## config.mk

```make
export PLATFORM = sky130hd
export DESIGN_NAME = parcel_asm
export DESIGN_NICKNAME = d
export VERILOG_FILES = /design/src/rtl/parcel_asm_pkg.sv /design/src/rtl/pa_len_decode.sv /design/src/rtl/pa_collect.sv /design/src/rtl/pa_out_stage.sv /design/src/rtl/parcel_asm.sv
export SDC_FILE = /design/constraint.sdc
export NUM_CORES = 1
export LEC_CHECK = 0
export CORE_MARGIN = 3
export CORE_UTILIZATION = 40
export DETAILED_ROUTE_END_ITERATION = 6
export GPL_ROUTABILITY_DRIVEN = 0
export SLEW_MARGIN = 20
export SYNTH_ARGS = -nofsm -noshare
export SYNTH_HDL_FRONTEND = slang
export SYNTH_SLANG_ARGS = --single-unit
```

## constraint.sdc

```tcl
create_clock -name clk -period 4.4 [get_ports clk]
set_clock_uncertainty 0.2 [all_clocks]
set_input_delay 0.66 -clock clk [delete_from_list [all_inputs] [get_ports clk]]
set_output_delay 0.66 -clock clk [all_outputs]
set_load 0.03 [all_outputs]
```

## src/rtl/parcel_asm_pkg.sv

```systemverilog
package parcel_asm_pkg;
  localparam int PARCEL_W    = 16;
  localparam int MAX_PARCELS = 11;
  localparam int LEN_W       = $clog2(MAX_PARCELS + 1);

  localparam logic [1:0] SHORT_TAG   = 2'b11;
  localparam logic [2:0] WIDE_TAG    = 3'b111;
  localparam logic [2:0] RSVD_FIELD  = 3'b111;
  localparam logic [LEN_W-1:0] LONG_BASE = LEN_W'(5);
endpackage

```

## src/rtl/pa_len_decode.sv

```systemverilog
module pa_len_decode
  import parcel_asm_pkg::*;
(
  input  logic [PARCEL_W-1:0] parcel,
  output logic [LEN_W-1:0]    len_parcels,
  output logic                rsvd_code
);
  always_comb begin
    rsvd_code   = 1'b0;
    len_parcels = LEN_W'(1);
    if (parcel[1:0] != SHORT_TAG) begin
      len_parcels = LEN_W'(1);
    end else if (parcel[4:2] != WIDE_TAG) begin
      len_parcels = LEN_W'(2);
    end else if (!parcel[5]) begin
      len_parcels = LEN_W'(3);
    end else if (!parcel[6]) begin
      len_parcels = LEN_W'(4);
    end else if (parcel[14:12] != RSVD_FIELD) begin
      len_parcels = LONG_BASE + LEN_W'(parcel[14:12]);
    end else begin
      rsvd_code   = 1'b1;
      len_parcels = LEN_W'(1);
    end
  end
endmodule

```

## src/rtl/pa_collect.sv

```systemverilog
module pa_collect
  import parcel_asm_pkg::*;
#(
  parameter int OUT_PARCELS = 4,
  localparam int OUT_W = PARCEL_W * OUT_PARCELS
) (
  input  logic                clk,
  input  logic                rst_n,
  input  logic                flush,
  input  logic                take,
  input  logic [PARCEL_W-1:0] parcel,
  input  logic [LEN_W-1:0]    dec_len,
  input  logic                dec_rsvd,
  output logic                done,
  output logic [OUT_W-1:0]    done_insn,
  output logic [LEN_W-1:0]    done_len,
  output logic                done_unsup,
  output logic                done_illegal
);
  localparam logic [LEN_W-1:0] OUT_LEN = LEN_W'(OUT_PARCELS);

  logic                active;
  logic [LEN_W-1:0]    got;
  logic [LEN_W-1:0]    need;
  logic                too_long;
  logic [PARCEL_W-1:0] slot [OUT_PARCELS];
  logic [OUT_W-1:0]    merged;
  logic                single;
  logic                last;

  assign single = dec_rsvd || (dec_len == LEN_W'(1));
  assign last   = active && ((got + LEN_W'(1)) == need);
  assign done   = take && (active ? last : single);

  for (genvar g = 0; g < OUT_PARCELS; g++) begin : g_slot
    always_ff @(posedge clk or negedge rst_n) begin
      if (!rst_n) begin
        slot[g] <= '0;
      end else if (take && ((active ? got : LEN_W'(0)) == LEN_W'(g))) begin
        slot[g] <= parcel;
      end
    end

    always_comb begin
      if (!active) begin
        merged[g*PARCEL_W +: PARCEL_W] = (g == 0) ? parcel : '0;
      end else if (LEN_W'(g) < got) begin
        merged[g*PARCEL_W +: PARCEL_W] = slot[g];
      end else if (LEN_W'(g) == got) begin
        merged[g*PARCEL_W +: PARCEL_W] = parcel;
      end else begin
        merged[g*PARCEL_W +: PARCEL_W] = '0;
      end
    end
  end

  always_comb begin
    done_illegal = !active && dec_rsvd;
    done_unsup   = active && too_long;
    done_len     = active ? need : LEN_W'(1);
    done_insn    = (done_unsup || done_illegal) ? '0 : merged;
  end

  always_ff @(posedge clk or negedge rst_n) begin
    if (!rst_n) begin
      active   <= 1'b0;
      got      <= '0;
      need     <= '0;
      too_long <= 1'b0;
    end else if (flush) begin
      active <= 1'b0;
      got    <= '0;
    end else if (take) begin
      if (!active) begin
        if (!single) begin
          active   <= 1'b1;
          got      <= LEN_W'(1);
          need     <= dec_len;
          too_long <= dec_len > OUT_LEN;
        end
      end else if (last) begin
        active <= 1'b0;
        got    <= '0;
      end else begin
        got <= got + LEN_W'(1);
      end
    end
  end

  // a partial instruction always has gathered fewer parcels than it needs
  a_r4_count_window: assert property (@(posedge clk) disable iff (!rst_n)
    active |-> (got >= LEN_W'(1)) && (got < need));

  // a flush leaves no partial instruction behind
  a_r8_flush_clears: assert property (@(posedge clk) disable iff (!rst_n)
    flush |=> !active);
endmodule

```

## src/rtl/pa_out_stage.sv

```systemverilog
module pa_out_stage
  import parcel_asm_pkg::*;
#(
  parameter int OUT_PARCELS = 4,
  localparam int OUT_W = PARCEL_W * OUT_PARCELS
) (
  input  logic             clk,
  input  logic             rst_n,
  input  logic             load,
  input  logic [OUT_W-1:0] load_insn,
  input  logic [LEN_W-1:0] load_len,
  input  logic             load_unsup,
  input  logic             load_illegal,
  input  logic             out_ready,
  output logic             free,
  output logic             out_valid,
  output logic [OUT_W-1:0] out_insn,
  output logic [LEN_W-1:0] out_len,
  output logic             out_unsup,
  output logic             out_illegal
);
  assign free = !out_valid || out_ready;

  always_ff @(posedge clk or negedge rst_n) begin
    if (!rst_n) begin
      out_valid   <= 1'b0;
      out_insn    <= '0;
      out_len     <= '0;
      out_unsup   <= 1'b0;
      out_illegal <= 1'b0;
    end else begin
      if (load) begin
        out_valid   <= 1'b1;
        out_insn    <= load_insn;
        out_len     <= load_len;
        out_unsup   <= load_unsup;
        out_illegal <= load_illegal;
      end else if (out_ready) begin
        out_valid <= 1'b0;
      end
    end
  end

  // a stalled result keeps its contents
  a_r7_hold_stable: assert property (@(posedge clk) disable iff (!rst_n)
    (out_valid && !out_ready) |=> out_valid && $stable(out_insn) && $stable(out_len)
      && $stable(out_unsup) && $stable(out_illegal));

  // nothing overwrites a stalled result
  a_r7_no_overwrite: assert property (@(posedge clk) disable iff (!rst_n)
    (out_valid && !out_ready) |-> !load);
endmodule

```

## src/rtl/parcel_asm.sv

```systemverilog
module parcel_asm
  import parcel_asm_pkg::*;
#(
  parameter int OUT_PARCELS = 4
) (
  input  logic                            clk,
  input  logic                            rst_n,
  input  logic                            in_valid,
  output logic                            in_ready,
  input  logic [PARCEL_W-1:0]             in_parcel,
  input  logic                            flush,
  output logic                            out_valid,
  input  logic                            out_ready,
  output logic [PARCEL_W*OUT_PARCELS-1:0] out_insn,
  output logic [LEN_W-1:0]                out_len,
  output logic                            out_unsup,
  output logic                            out_illegal
);
  localparam int OUT_W = PARCEL_W * OUT_PARCELS;
  localparam logic [LEN_W-1:0] OUT_LEN = LEN_W'(OUT_PARCELS);
  localparam logic [LEN_W-1:0] TOP_LEN = LEN_W'(MAX_PARCELS);

  logic             stage_free;
  logic             take;
  logic [LEN_W-1:0] dec_len;
  logic             dec_rsvd;
  logic             c_done;
  logic [OUT_W-1:0] c_insn;
  logic [LEN_W-1:0] c_len;
  logic             c_unsup;
  logic             c_illegal;

  assign in_ready = !flush && stage_free;
  assign take     = in_valid && in_ready;

  pa_len_decode u_dec (
    .parcel      (in_parcel),
    .len_parcels (dec_len),
    .rsvd_code   (dec_rsvd)
  );

  pa_collect #(.OUT_PARCELS(OUT_PARCELS)) u_col (
    .clk          (clk),
    .rst_n        (rst_n),
    .flush        (flush),
    .take         (take),
    .parcel       (in_parcel),
    .dec_len      (dec_len),
    .dec_rsvd     (dec_rsvd),
    .done         (c_done),
    .done_insn    (c_insn),
    .done_len     (c_len),
    .done_unsup   (c_unsup),
    .done_illegal (c_illegal)
  );

  pa_out_stage #(.OUT_PARCELS(OUT_PARCELS)) u_out (
    .clk          (clk),
    .rst_n        (rst_n),
    .load         (c_done),
    .load_insn    (c_insn),
    .load_len     (c_len),
    .load_unsup   (c_unsup),
    .load_illegal (c_illegal),
    .out_ready    (out_ready),
    .free         (stage_free),
    .out_valid    (out_valid),
    .out_insn     (out_insn),
    .out_len      (out_len),
    .out_unsup    (out_unsup),
    .out_illegal  (out_illegal)
  );

  // back-pressure stops the parcel input
  a_r7_stall_blocks: assert property (@(posedge clk) disable iff (!rst_n)
    (out_valid && !out_ready) |-> !in_ready);

  // no parcel is accepted during a flush
  a_r8_flush_blocks: assert property (@(posedge clk) disable iff (!rst_n)
    flush |-> !in_ready);

  // the input is open whenever the output can make room
  a_r10_ready_open: assert property (@(posedge clk) disable iff (!rst_n)
    (!flush && (!out_valid || out_ready)) |-> in_ready);

  // reserved code yields a single-parcel, empty, illegal result
  a_r5_illegal_shape: assert property (@(posedge clk) disable iff (!rst_n)
    (out_valid && out_illegal) |-> (out_len == LEN_W'(1)) && !out_unsup && (out_insn == '0));

  // an unsupported result is longer than the output word and carries no bits
  a_r4_unsup_shape: assert property (@(posedge clk) disable iff (!rst_n)
    (out_valid && out_unsup) |-> (out_len > OUT_LEN) && (out_len <= TOP_LEN) && (out_insn == '0));

  // delivered lengths lie within the output word
  a_r6_len_range: assert property (@(posedge clk) disable iff (!rst_n)
    (out_valid && !out_unsup) |-> (out_len >= LEN_W'(1)) && (out_len <= OUT_LEN));

  // a single-parcel result has nothing above its first parcel
  a_r1_short_narrow: assert property (@(posedge clk) disable iff (!rst_n)
    (out_valid && (out_len == LEN_W'(1))) |-> (out_insn[OUT_W-1:PARCEL_W] == '0));

  // the output is empty in the first cycle after reset
  a_r9_reset_empty: assert property (@(posedge clk)
    !rst_n |=> !out_valid);
endmodule

```

**Word level (Yosys, flattened, before mapping)**

Index checks and enable logic that the tools add are counted.

- Reduce and logical (&&, ||, !) cells: 22
- Equal/unequal tests: 12
- Multiplexer cells: 38
- $lt $le $gt $ge: 5
- Add/subtract/negate cells: 2
- Bitwise logic cells: 3

Operators by type and width:

| kind | number |
|---|---|
| $mux 16 | 12 |
| $mux 64 | 1 |
| $mux 4 | 12 |
| $mux 1 | 13 |
| $logic_and 1x1->1 | 10 |
| $eq 2x4->1 const A | 2 |
| $eq 4x1->1 const B | 2 |
| $eq 4x2->1 const B | 2 |
| $logic_not 4->1 | 2 |
| $lt 1x4->1 const A | 2 |
| $lt 2x4->1 const A | 2 |
| $ne 3x3->1 const B | 2 |
| $add 3x3->4 const A | 1 |
| $add 4x1->4 const B | 1 |
| $eq 1x4->1 const A | 1 |
| $eq 4x4->1 | 1 |
| $gt 4x3->1 const B | 1 |
| $reduce_and 4->1 | 1 |
| $reduce_bool 2->1 | 2 |
| $logic_not 1->1 | 3 |
| $logic_or 1x1->1 | 3 |
| $ne 3x2->1 const B | 1 |
| $not 1->1 | 3 |
| $ne 2x2->1 const B | 1 |
| $reduce_and 2->1 | 1 |

- Register bits after elaboration: 145
- Output and inout port bits: 72

**Depth between registers and ports, before layout**

Gate-level depths: netlist of the first run.

- Depth after elaboration: 12
- Gate-level depth with buffers: 11
- Depth with buffers taken out: 7

**Modules after synthesis**

Synthesis of the first run repeated with hierarchy kept, for this count alone.

- Cell total of the unflattened synthesis: 604
- Area, all modules: 7269.5 µm²

Modules (own cells, without submodules):

| module | cells an instance | area each (µm²) | seq. area each (µm²) | times used |
|---|---|---|---|---|
| pa_collect | 433 | 4152.7 | 1851.8 | 1 |
| pa_out_stage | 151 | 2987.9 | 1776.7 | 1 |
| pa_len_decode | 18 | 113.9 | 0.0 | 1 |
| parcel_asm | 2 | 15.0 | 0.0 | 1 |

**Least setup slack after synthesis of the first run**

No wires, ideal clock.

- Path type: register to register
- Start: reg u_col.got[0]
- End: reg u_out.out_insn[51]
- Cell stages (with the launch flop): 11
- Slack: 1.843 ns
- Arrival: 2.232 ns
- Data required time: 4.075 ns
- Clock period less this slack: 2.557 ns
- Path buffers: 3
- Cells stage by stage: dfrtp_1 > buf_2 > clkinv_1 > ha_1 > xor2_1 > nor3_2 > nand4_1 > o21a_1 > buf_6 > buf_6 > mux2_4

- Cells in the longest elaborated chain, start to end: 5
- Elaborated cells between the ends (all ways): 11
- Classes of those cells: add/sub (1); order compare (1); eq/ne (2); mux (5); reduce/logical (2)

Ends and longest elaborated chain:

| item | line | source |
|---|---|---|
| start, declared | pa_collect.sv:23 | `logic [LEN_W-1:0] got;` |
| start signal, assigned | pa_collect.sv:85 | `got <= got + LEN_W'(1);` |
| $add 4x1->4 / $eq 2x4->1 (equally long branches) | pa_collect.sv:32, pa_collect.sv:49 |  |
| $eq 4x4->1 / $mux 16 (equally long branches) | pa_collect.sv:32, pa_collect.sv:49 |  |
| $logic_and 1x1->1 / $mux 16 (equally long branches) | pa_collect.sv:32, pa_collect.sv:47 |  |
| $mux 1 / $mux 16 (equally long branches) | pa_collect.sv:33, pa_collect.sv:45 |  |
| $logic_and 1x1->1 / $mux 64 (equally long branches) | pa_collect.sv:33, pa_collect.sv:61 |  |
| end signal, assigned | pa_out_stage.sv:34 | `out_insn <= load_insn;` |
| end, declared | pa_out_stage.sv:17 | `output logic [OUT_W-1:0] out_insn,` |

Several ways; a longest one is shown, not always the timed one.
A chain may end at the register's enable or synchronous reset.

**Worst setup path after layout of the first run**

- Start: reg u_col.got[0]
- End: reg u_out.out_insn[9]

- Cells in the longest elaborated chain, start to end: 5
- Elaborated cells between the ends (all ways): 11
- Classes of those cells: add/sub (1); order compare (1); eq/ne (1); mux (5); reduce/logical (3)

Ends and longest elaborated chain:

| item | line |
|---|---|
| $add 4x1->4 / $logic_not 4->1 (equally long branches) | pa_collect.sv:32, pa_collect.sv:49 |
| $eq 4x4->1 / $mux 16 (equally long branches) | pa_collect.sv:32, pa_collect.sv:49 |
| $logic_and 1x1->1 / $mux 16 (equally long branches) | pa_collect.sv:32, pa_collect.sv:47 |
| $mux 1 / $mux 16 (equally long branches) | pa_collect.sv:33, pa_collect.sv:45 |
| $logic_and 1x1->1 / $mux 64 (equally long branches) | pa_collect.sv:33, pa_collect.sv:61 |

Several ways; a longest one is shown, not always the timed one.

==> results.py, run 1 <==
metrics = {
    "outcome": {
        "status": "finished, final reports clean",
    },
    "floorplanning": {
        "row_count": 47,
        "core_mm2": 0.0166,
        "initial_core_util_pct": 40.9,
        "dieWidth_um": 136,
        "ios": 93,
        "die_y_um": 136,
        "dieArea_mm2": 0.0186,
    },
    "synthesis": {
        "synth_compound_area_share_pct": 15.0,
        "netlist_area_mm2": 0.00681,
        "synth_mux_area_share_pct": 16.4,
        "ys_types": 47,
        "synth_top_area_share_pct": 53.3,
        "syn_inst": 578,
        "synth-xor-area-share_pct": 0.864,
        "synth-simple-area-share_pct": 9.43,
        "synth_fa_ha_area_share_pct": 0.735,
        "synth_area_leaders": "dfrtp_1 (53%), mux2_2 (12%), o2bb2ai_1 (4.6%), a21oi_1 (4.0%), and3_1 (3.6%)",
        "ys.flop_type": "dfrtp_1",
        "avgSynthCellArea_um2": 11.8,
        "ys_warn_count": 0,
        "yosysTopAreaCell": "dfrtp_1",
        "synth_commonest_cells": "dfrtp_1 (145), mux2_2 (70), a21oi_1 (54)",
        "ys_seq_elements": 145,
        "synth_edf_count": 0,
        "syn-num-nets": 603,
        "synth_top_family_by_area": "multiplexers",
        "seq_area_frac_synth_pct": 53.3,
        "synthArstFlopShare_pct": 100,
        "synth.most_common_cell": "dfrtp_1",
    },
    "critical_path": {
        "startpoint": "u_col.got[0]",
        "worstPathRequired_ps": 4520,
        "critPathLaunchType": "register",
        "r2r_cells": 9,
        "end_kind": "register",
        "critical_path_arrival_ps": 3370,
        "r2r-start": "u_col.got[0]",
        "path_class": "register to register",
        "crit_fanout": 48,
    },
    "clock_network": {
        "cts-buffers-inserted": 17,
        "cts_hold_buffers": 0,
        "cts_setup_buffers": 0,
        "cts_root_buffer": "clkbuf_16",
        "clk_pin_slew_ps": 60,
        "cts_tree": "built",
        "cts.sinks": 145,
        "clock_path_buffers": 2,
        "cts_resized": 0,
        "clk_latency_ps": 430,
        "cts_htree_levels": 4,
    },
    "timing": {
        "slew_violations": 0,
        "fin_tns_setup_ps": 0,
        "fin_crit_sh_pct": 74.0,
        "slew_headroom_pct": 34.2,
        "rsz0062_at_grt": "false",
        "setup_viol_count_final": 0,
        "tightest_slew_ps": 987,
        "fmax_ghz": 0.307,
        "hold_viol": 0,
        "final.min_clock_period_ps": 3260,
    },
    "placed_design": {
        "port_buffers": 92,
        "dp_cells": 858,
        "placed_cell_area_mm2": 0.00790,
        "dp_hpwl_um": 11600,
    },
    "finish": {
        "fin_util_pct": 51.7,
        "antenna_cells": 0,
        "multi_input_area_mm2": 0.00290,
        "fin_nets": 682,
        "syn_to_final_growth_pct": 26.4,
        "layout.cells.non_filler": 890,
        "final_cell_area_mm2": 0.00860,
        "regArea_mm2": 0.00363,
        "drive_gt1_share_pct": 21.5,
        "n_fill_cell": 1468,
    },
    "min_path": {
        "hold_class": "input port to async pin",
    },
    "drt": {
        "vias": 4974,
        "first_pass_iters": 4,
        "wl_per_cell_um": 20.3,
        "drc": 0,
        "ant_nets": 0,
        "wl_um": 18100,
        "drtIter0Drc": 350,
        "vias_per_cell": 5.59,
    },
    "power": {
        "p_leak_nw": 3.81,
        "p_per_area_mw_per_mm2": 442,
        "vdd_ir_drop_max_uv": 280,
        "p_total_mw": 3.80,
    },
    "global_routing": {
        "grt_pass1_wl_um": 28800,
        "track_usage_pct": 20.4,
        "grt_max_degree": 108,
        "grt_pass1_vias": 5056,
        "grt-ovfl-total": 0,
        "antenna_found_initial": 0,
    },
    "flow_run": {
        "drv_cap": 0,
    },
}
==> path summary, 6_finish.rpt <==
kind                       slack (ps)            endpoint
setup / recovery                 1140   u_out.out_insn[9]
hold / removal                    170     u_out.out_unsup
setup reg to reg                 1140   u_out.out_insn[9]
hold reg to reg                   290   u_out.out_illegal
max in group asynchronous        2950  u_out.out_insn[61]
min in group clk                  290   u_out.out_illegal
==> final cells by class <==
| class | instances | share of cell area, % |
|---|---|---|
| clock buffers | 22 | 5.51 |
| clock inverters | 10 | 2.65 |
| inverters | 7 | 0.305 |
| multi-input cells | 375 | 33.6 |
| flip-flops and latches | 145 | 42.2 |
| well taps | 220 | 3.20 |
| repair buffers | 111 | 12.5 |
==> cells by family (layout without fill, tap and decap cells) <==
| group | count (synthesis) | count (layout) |
|---|---|---|
| xor gates and xnor gates | 5 | 5 |
| AOI/OAI and AO/OA | 149 | 149 |
| and+or+nand+nor | 120 | 120 |
| DFF | 145 | 145 |
| adders and majority gates | 4 | 4 |
| buffers and inverters | 58 | 150 |
| muxes | 97 | 97 |
==> per-stage QoR <==
stage                     setup slack (ps)  hold WS (ps)
final                                 1140           169
after global routing                   873           249
after CTS                             1140           205
after detailed placement               888           273
after global placement                1070           262
after floorplan                       1840           164
==> layout by cell type, fill, tap and decap left out, types with 17 or more instances in the layout <==
cell type	count
clkbuf_16	17
clkdlybuf4s50_1	91
o2bb2ai_1	36
and3_1	39
nor2_1	17
o211ai_1	18
a21oi_1	54
dfrtp_1	145
mux2_2	70
buf_4	18
nand2_1	24
o31ai_1	17
==> power by group <==
part / internal, mW / leakage (nW) / switching (mW) / total (mW)
Clock: 1.16 / 0.340 / 0.541 / 1.70
Combinational: 0.241 / 1.52 / 0.307 / 0.548
Sequential: 1.46 / 1.94 / 0.0879 / 1.55
Total: 2.86 / 3.81 / 0.936 / 3.80
==> sequential cells by signal (all words and copies together), names as in the netlist <==
register,flops
u_col.too_long,1
u_col.active,1
u_col.slot,64
u_out.out_unsup,1
u_col.got,4
u_col.need,4
u_out.out_valid,1
u_out.out_insn,64
u_out.out_illegal,1
u_out.out_len,4
==> routing by layer <==
metal,track usage (%),share of wire [%],vias up
met3,4.81,5.1,18
met5,0,0,-
met1,28.6,47,2542
met4,6.33,1.4,0
met2,31.6,47,140
li1,-,-,2274
==> worst max-delay path, stage by stage (launching register included) <==
cell and delay, ps:
dfrtp_1 770, ha_1 250, buf_4 230, xor3_1 270, nor3_2 240, nand4_1 120, buf_4 260, o21a_2 170
buf_4 290, o31ai_1 320
Note: power is estimated with default switching activity, not from simulation.
==> run 2: changes to the inputs <==
clock period = 3 ns   (was 4.4 ns; I/O delays follow)
==> run 2 against run 1 <==
  * Final cell count is 1.9% higher
  * Critical path depth fell by 1
  * Die area is the same
  * Cell area increased by 1.5%
  * Sequential share of layout area fell by 0.64 points
  * Setup slack worse by 870 ps
  * Non-clock buffer count up 17
  * Worst hold slack better by 120 ps
  * Critical path type is now input port to register
  * Largest cell class unchanged
==> results.py, run 2 (same netlist as run 1, synthesis figures left out) <==
metrics = {
    "drt": {
        "vias_per_cell": 5.62,
        "drtIter0Drc": 341,
        "vias": 5098,
        "drc": 0,
        "wl_per_cell_um": 20.5,
        "first_pass_iters": 5,
        "wl_um": 18600,
        "ant_nets": 0,
    },
    "flow_run": {
        "drv_cap": 0,
    },
    "clock_network": {
        "cts_htree_levels": 4,
        "cts_root_buffer": "clkbuf_16",
        "clock_path_buffers": 2,
        "cts.sinks": 145,
        "cts-buffers-inserted": 17,
        "cts_tree": "built",
        "clk_pin_slew_ps": 60,
        "cts_resized": 0,
        "clk_latency_ps": 420,
    },
    "floorplanning": {
        "die_y_um": 136,
        "row_count": 47,
        "core_mm2": 0.0166,
        "ios": 93,
        "dieWidth_um": 136,
        "initial_core_util_pct": 40.9,
        "dieArea_mm2": 0.0186,
    },
    "finish": {
        "fin_nets": 699,
        "reg_top3": "u_col.slot: 64 flops, u_out.out_insn: 64 flops",
        "final_cell_mix": "dfrtp_1 (145), clkdlybuf4s50_1 (91), mux2_2 (70)",
        "syn_to_final_growth_pct": 28.4,
        "layout_commonest_cell": "dfrtp_1",
        "drive_gt1_share_pct": 23.3,
        "fin_util_pct": 52.5,
        "layout.cells.non_filler": 907,
        "antenna_cells": 0,
    },
    "timing": {
        "slew_headroom_pct": 56.2,
        "fin_ws_ps": 271,
        "hold_viol": 0,
        "slew_violations": 0,
        "fmax_ghz": 0.366,
        "setup_viol_count_final": 0,
        "tightest_slew_ps": 658,
        "rsz0062_at_grt": "false",
        "fin_crit_sh_pct": 91.0,
        "final.min_clock_period_ps": 2730,
    },
    "min_path": {
        "hold_class": "register to register",
    },
    "global_routing": {
        "track_usage_pct": 20.9,
        "antenna_found_initial": 0,
        "grt_pass1_vias": 5231,
        "grt-ovfl-total": 0,
        "grt_pass1_wl_um": 29600,
        "grt_max_degree": 60,
    },
    "critical_path": {
        "r2r_slack_ps": 310,
        "end_kind": "register",
        "slowest_stage": "clkdlybuf4s50_1",
        "worstPathRequired_ps": 3120,
        "critPathTopFamily": "compound AO/OA/AOI/OAI gates",
        "critical_path_arrival_ps": 2850,
        "cp.buffers_inverters": 2,
        "crit_path_max_incr_delay_ps": 700,
        "path_class": "input port to register",
        "crit_fanout": 46,
        "critPathLaunchType": "input port",
        "path_cells": "clkdlybuf4s50_1, ha_1, nand2_1, a31oi_1, a41oi_2, o21a_2, buf_4, o31ai_1",
    },
    "power": {
        "p_total_mw": 5.45,
        "p_leak_nw": 3.88,
        "vdd_ir_drop_max_uv": 396,
        "p_per_area_mw_per_mm2": 624,
    },
    "placed_design": {
        "dp_hpwl_um": 12200,
        "port_buffers": 92,
        "pre_cts_slack_ps": -145,
        "dp_cells": 874,
    },
    "outcome": {
        "status": "finished, final reports clean",
    },
}
==> run 2: cell type report <==
class,count,area (um2)
clock buffer,22,474
clock inverter,10,180
fill,1449,7910
inverter,7,26.3
multi-input combinational,375,2900
sequential,145,3630
tap,220,275
timing repair buffer,128,1260
==> run 2: path summary, 6_finish.rpt <==
kind,startpoint,to,cells past startpoint
worst max-delay path,in_parcel[12],u_out.out_insn[9],8
worst min-delay path,u_out.out_insn[18],u_out.out_insn[18],1
worst max register to register,u_col.got[0],u_out.out_insn[9],8
worst min register to register,u_out.out_insn[18],u_out.out_insn[18],1
max in group asynchronous,rst_n,u_out.out_insn[15],3
min in group asynchronous,rst_n,u_out.out_insn[2],2
==> run 2: worst reg2reg max path, cell delays in order (launching register included) <==
cell and delay (ps):
dfrtp_1 470, clkinv_1 140, ha_1 370, xor2_1 170, nor3_2 170, nand4_1 210
o21a_2 240, buf_4 290, o31ai_1 340
==> run 2: timing repair <==
action,4_1_cts,5_1_grt
endpoints found under the hold margin,57,0
hold buffers,1,0
buffers inserted,0,0
==> run 2: through the flow <==
stage	TNS [ps]	area (um2)	hold WS, ps
final	0	8740	291
after global routing	0	8740	308
after CTS	0	8740	295
after global placement	-172	8070	248
after detailed placement	-3640	8070	260
after floorplan	0	6810	-45.6
==> run 2: where the power goes <==
group          leakage (nW)  switching, mW  internal [mW]  total [mW]
clock network         0.316          0.816           1.54        2.35
logic                  1.62          0.470          0.372       0.842
registers              1.94          0.116           2.14        2.26
total                  3.88           1.40           4.05        5.45
==> run 2: routing by layer <==
layer  GRT usage, %  vias up  share of wire, %
li1               -     2315                 -
met1           29.2     2592                45
met2           31.7      159                46
met3           5.11       32               6.2
met4           7.50        0               2.3
met5              0        -                 0
==> run 3: changes to the inputs <==
ABC_AREA = 1   (was unset)
CORE_MARGIN = unset   (was 3)
==> run 3 against run 2 <==
  * Non-clock buffer count is 6 lower
  * Maximum frequency is 6.9% higher
  * Combinational power is 54% higher
  * Setup slack better by 180 ps
  * Worst hold slack worse by 13 ps
  * Wire length is 9.6% higher
  * Highest routed layer unchanged
==> results.py, run 3 <==
metrics = {
    "critical_path": {
        "critical_path_arrival_ps": 2670,
        "critPathLaunchType": "register",
        "path_class": "register to register",
        "crit_fanout": 20,
        "end_kind": "register",
        "worstPathRequired_ps": 3120,
    },
    "placed_design": {
        "port_buffers": 92,
        "dp_cells": 1214,
        "dp_hpwl_um": 14000,
    },
    "drt": {
        "drc": 0,
        "vias": 6222,
        "ant_nets": 0,
        "first_pass_iters": 5,
        "drtIter0Drc": 457,
        "vias_per_cell": 5.00,
        "wl_um": 20400,
        "wl_per_cell_um": 16.4,
    },
    "global_routing": {
        "grt_pass1_vias": 5960,
        "antenna_found_initial": 0,
        "grt_pass1_wl_um": 33300,
        "track_usage_pct": 21.8,
        "grt-ovfl-total": 0,
        "grt_max_degree": 65,
    },
    "synthesis": {
        "syn_inst": 886,
        "synth.most_common_cell": "dfrtp_1",
        "ys.flop_type": "dfrtp_1",
        "synth_edf_count": 0,
        "synthArstFlopShare_pct": 100,
        "ys_types": 38,
        "yosysTopAreaCell": "dfrtp_1",
        "synth_commonest_cells": "dfrtp_1 (145), nand2_1 (132), nand3_1 (112)",
        "seq_area_frac_synth_pct": 45.9,
        "synth_top_area_share_pct": 45.9,
        "syn-num-nets": 911,
        "ys_seq_elements": 145,
        "ys_warn_count": 0,
        "synth_area_leaders": "dfrtp_1 (46%), nand2_4 (9.8%), nand3_1 (7.1%), nand2_1 (6.3%), nand2_2 (5.7%)",
        "netlist_area_mm2": 0.00791,
        "avgSynthCellArea_um2": 8.92,
    },
    "timing": {
        "fin_crit_sh_pct": 85.1,
        "tightest_slew_ps": 655,
        "fin_tns_setup_ps": 0,
        "final.min_clock_period_ps": 2550,
        "fmax_ghz": 0.391,
        "slew_violations": 0,
        "slew_headroom_pct": 56.3,
        "setup_viol_count_final": 0,
        "hold_viol": 0,
        "fin_hold_ws_ps": 278,
        "rsz0062_at_grt": "false",
    },
    "min_path": {
        "hold_class": "register to register",
    },
    "clock_network": {
        "clk_pin_slew_ps": 60,
        "cts_htree_levels": 4,
        "cts.sinks": 145,
        "cts_root_buffer": "clkbuf_16",
        "cts_resized": 0,
        "clock_path_buffers": 2,
        "clk_latency_ps": 420,
        "cts_setup_buffers": 0,
        "cts_hold_buffers": 1,
        "cts_tree": "built",
        "cts-buffers-inserted": 17,
    },
    "floorplanning": {
        "dieArea_mm2": 0.0203,
        "core_mm2": 0.0194,
        "dieWidth_um": 143,
        "ios": 93,
        "die_y_um": 143,
        "initial_core_util_pct": 40.8,
        "row_count": 51,
    },
    "finish": {
        "reg_top3": "u_col.slot: 64 flops, u_out.out_insn: 64 flops",
        "antenna_cells": 0,
        "fin_util_pct": 49.7,
        "n_fill_cell": 1884,
        "drive_gt1_share_pct": 24.2,
        "syn_to_final_growth_pct": 21.9,
        "layout_commonest_cell": "dfrtp_1",
        "final_cell_mix": "dfrtp_1 (145), nand2_1 (132), nand3_1 (112)",
        "layout.cells.non_filler": 1245,
        "fin_nets": 994,
    },
    "flow_run": {
        "drv_cap": 0,
    },
    "power": {
        "vdd_ir_drop_max_uv": 419,
        "p_leak_nw": 4.38,
        "p_per_area_mw_per_mm2": 614,
        "p_total_mw": 5.92,
    },
    "outcome": {
        "status": "finished, final reports clean",
    },
}
## run 3: worst max-delay path: stages (launching register included)
cell and delay [ps]:
dfrtp_1 610, inv_1 90, ha_1 330, inv_1 60, nand2_1 50, nand3_1 70
nor3_2 200, nand3b_4 150, nand2_8 120, nand2_8 150, buf_12 240, nand2_4 80
nand2_2 40
## run 3: where the power goes
| group | total, mW | internal [mW] | switching [mW] |
|---|---|---|---|
| combinational | 1.30 | 0.506 | 0.798 |
| sequential | 2.41 | 2.20 | 0.206 |
| clock | 2.21 | 1.41 | 0.799 |
| total | 5.92 | 4.11 | 1.80 |
## run 3: logic make-up after synthesis
kind of cell	Yosys count	share of synthesized area [%]
and+or+nand+nor	488	35.8
AOI/OAI and AO/OA	152	10.2
DFF	145	45.9
buffers and inverters	96	7.36
adders and majority gates	4	0.633
muxes	1	0.127
## run 3: area by class of cell
type	count	area, um2	share of cell area, %
clock buffers	25	505	5.25
clock inverters	5	100	1.04
inverters	38	150	1.56
multi-input cells	645	3690	38.3
flip-flops and latches	145	3630	37.7
well taps	265	332	3.44
repair buffers	122	1220	12.7
## run 3: per-stage QoR
stage	cell area (um2)	setup WS (ps)
final	9640	446
after global routing	9640	246
after CTS	9640	441
after detailed placement	9020	280
after global placement	9020	286
after floorplan	7910	332
## run 3: routing by layer
layer,wire length [um],share of wire (%),global-route usage (%)
met5,0,0,0
met4,439,2.2,8.32
met3,1070,5.3,4.51
met2,9300,46,33.3
met1,9600,47,30.2
## run 3: path summary, 6_finish.rpt
check                                    start                  to  slack, ps  cells after the start
worst max register to register    u_col.got[1]  u_out.out_insn[31]        450                     12
min in group asynchronous                rst_n      u_col.slot[58]        380                      2
worst min-delay path            u_col.slot[20]      u_col.slot[20]        280                      2
worst max-delay path              u_col.got[1]  u_out.out_insn[31]        450                     12
worst min register to register  u_col.slot[20]      u_col.slot[20]        280                      2
max in group asynchronous                rst_n  u_out.out_insn[27]       1430                      3
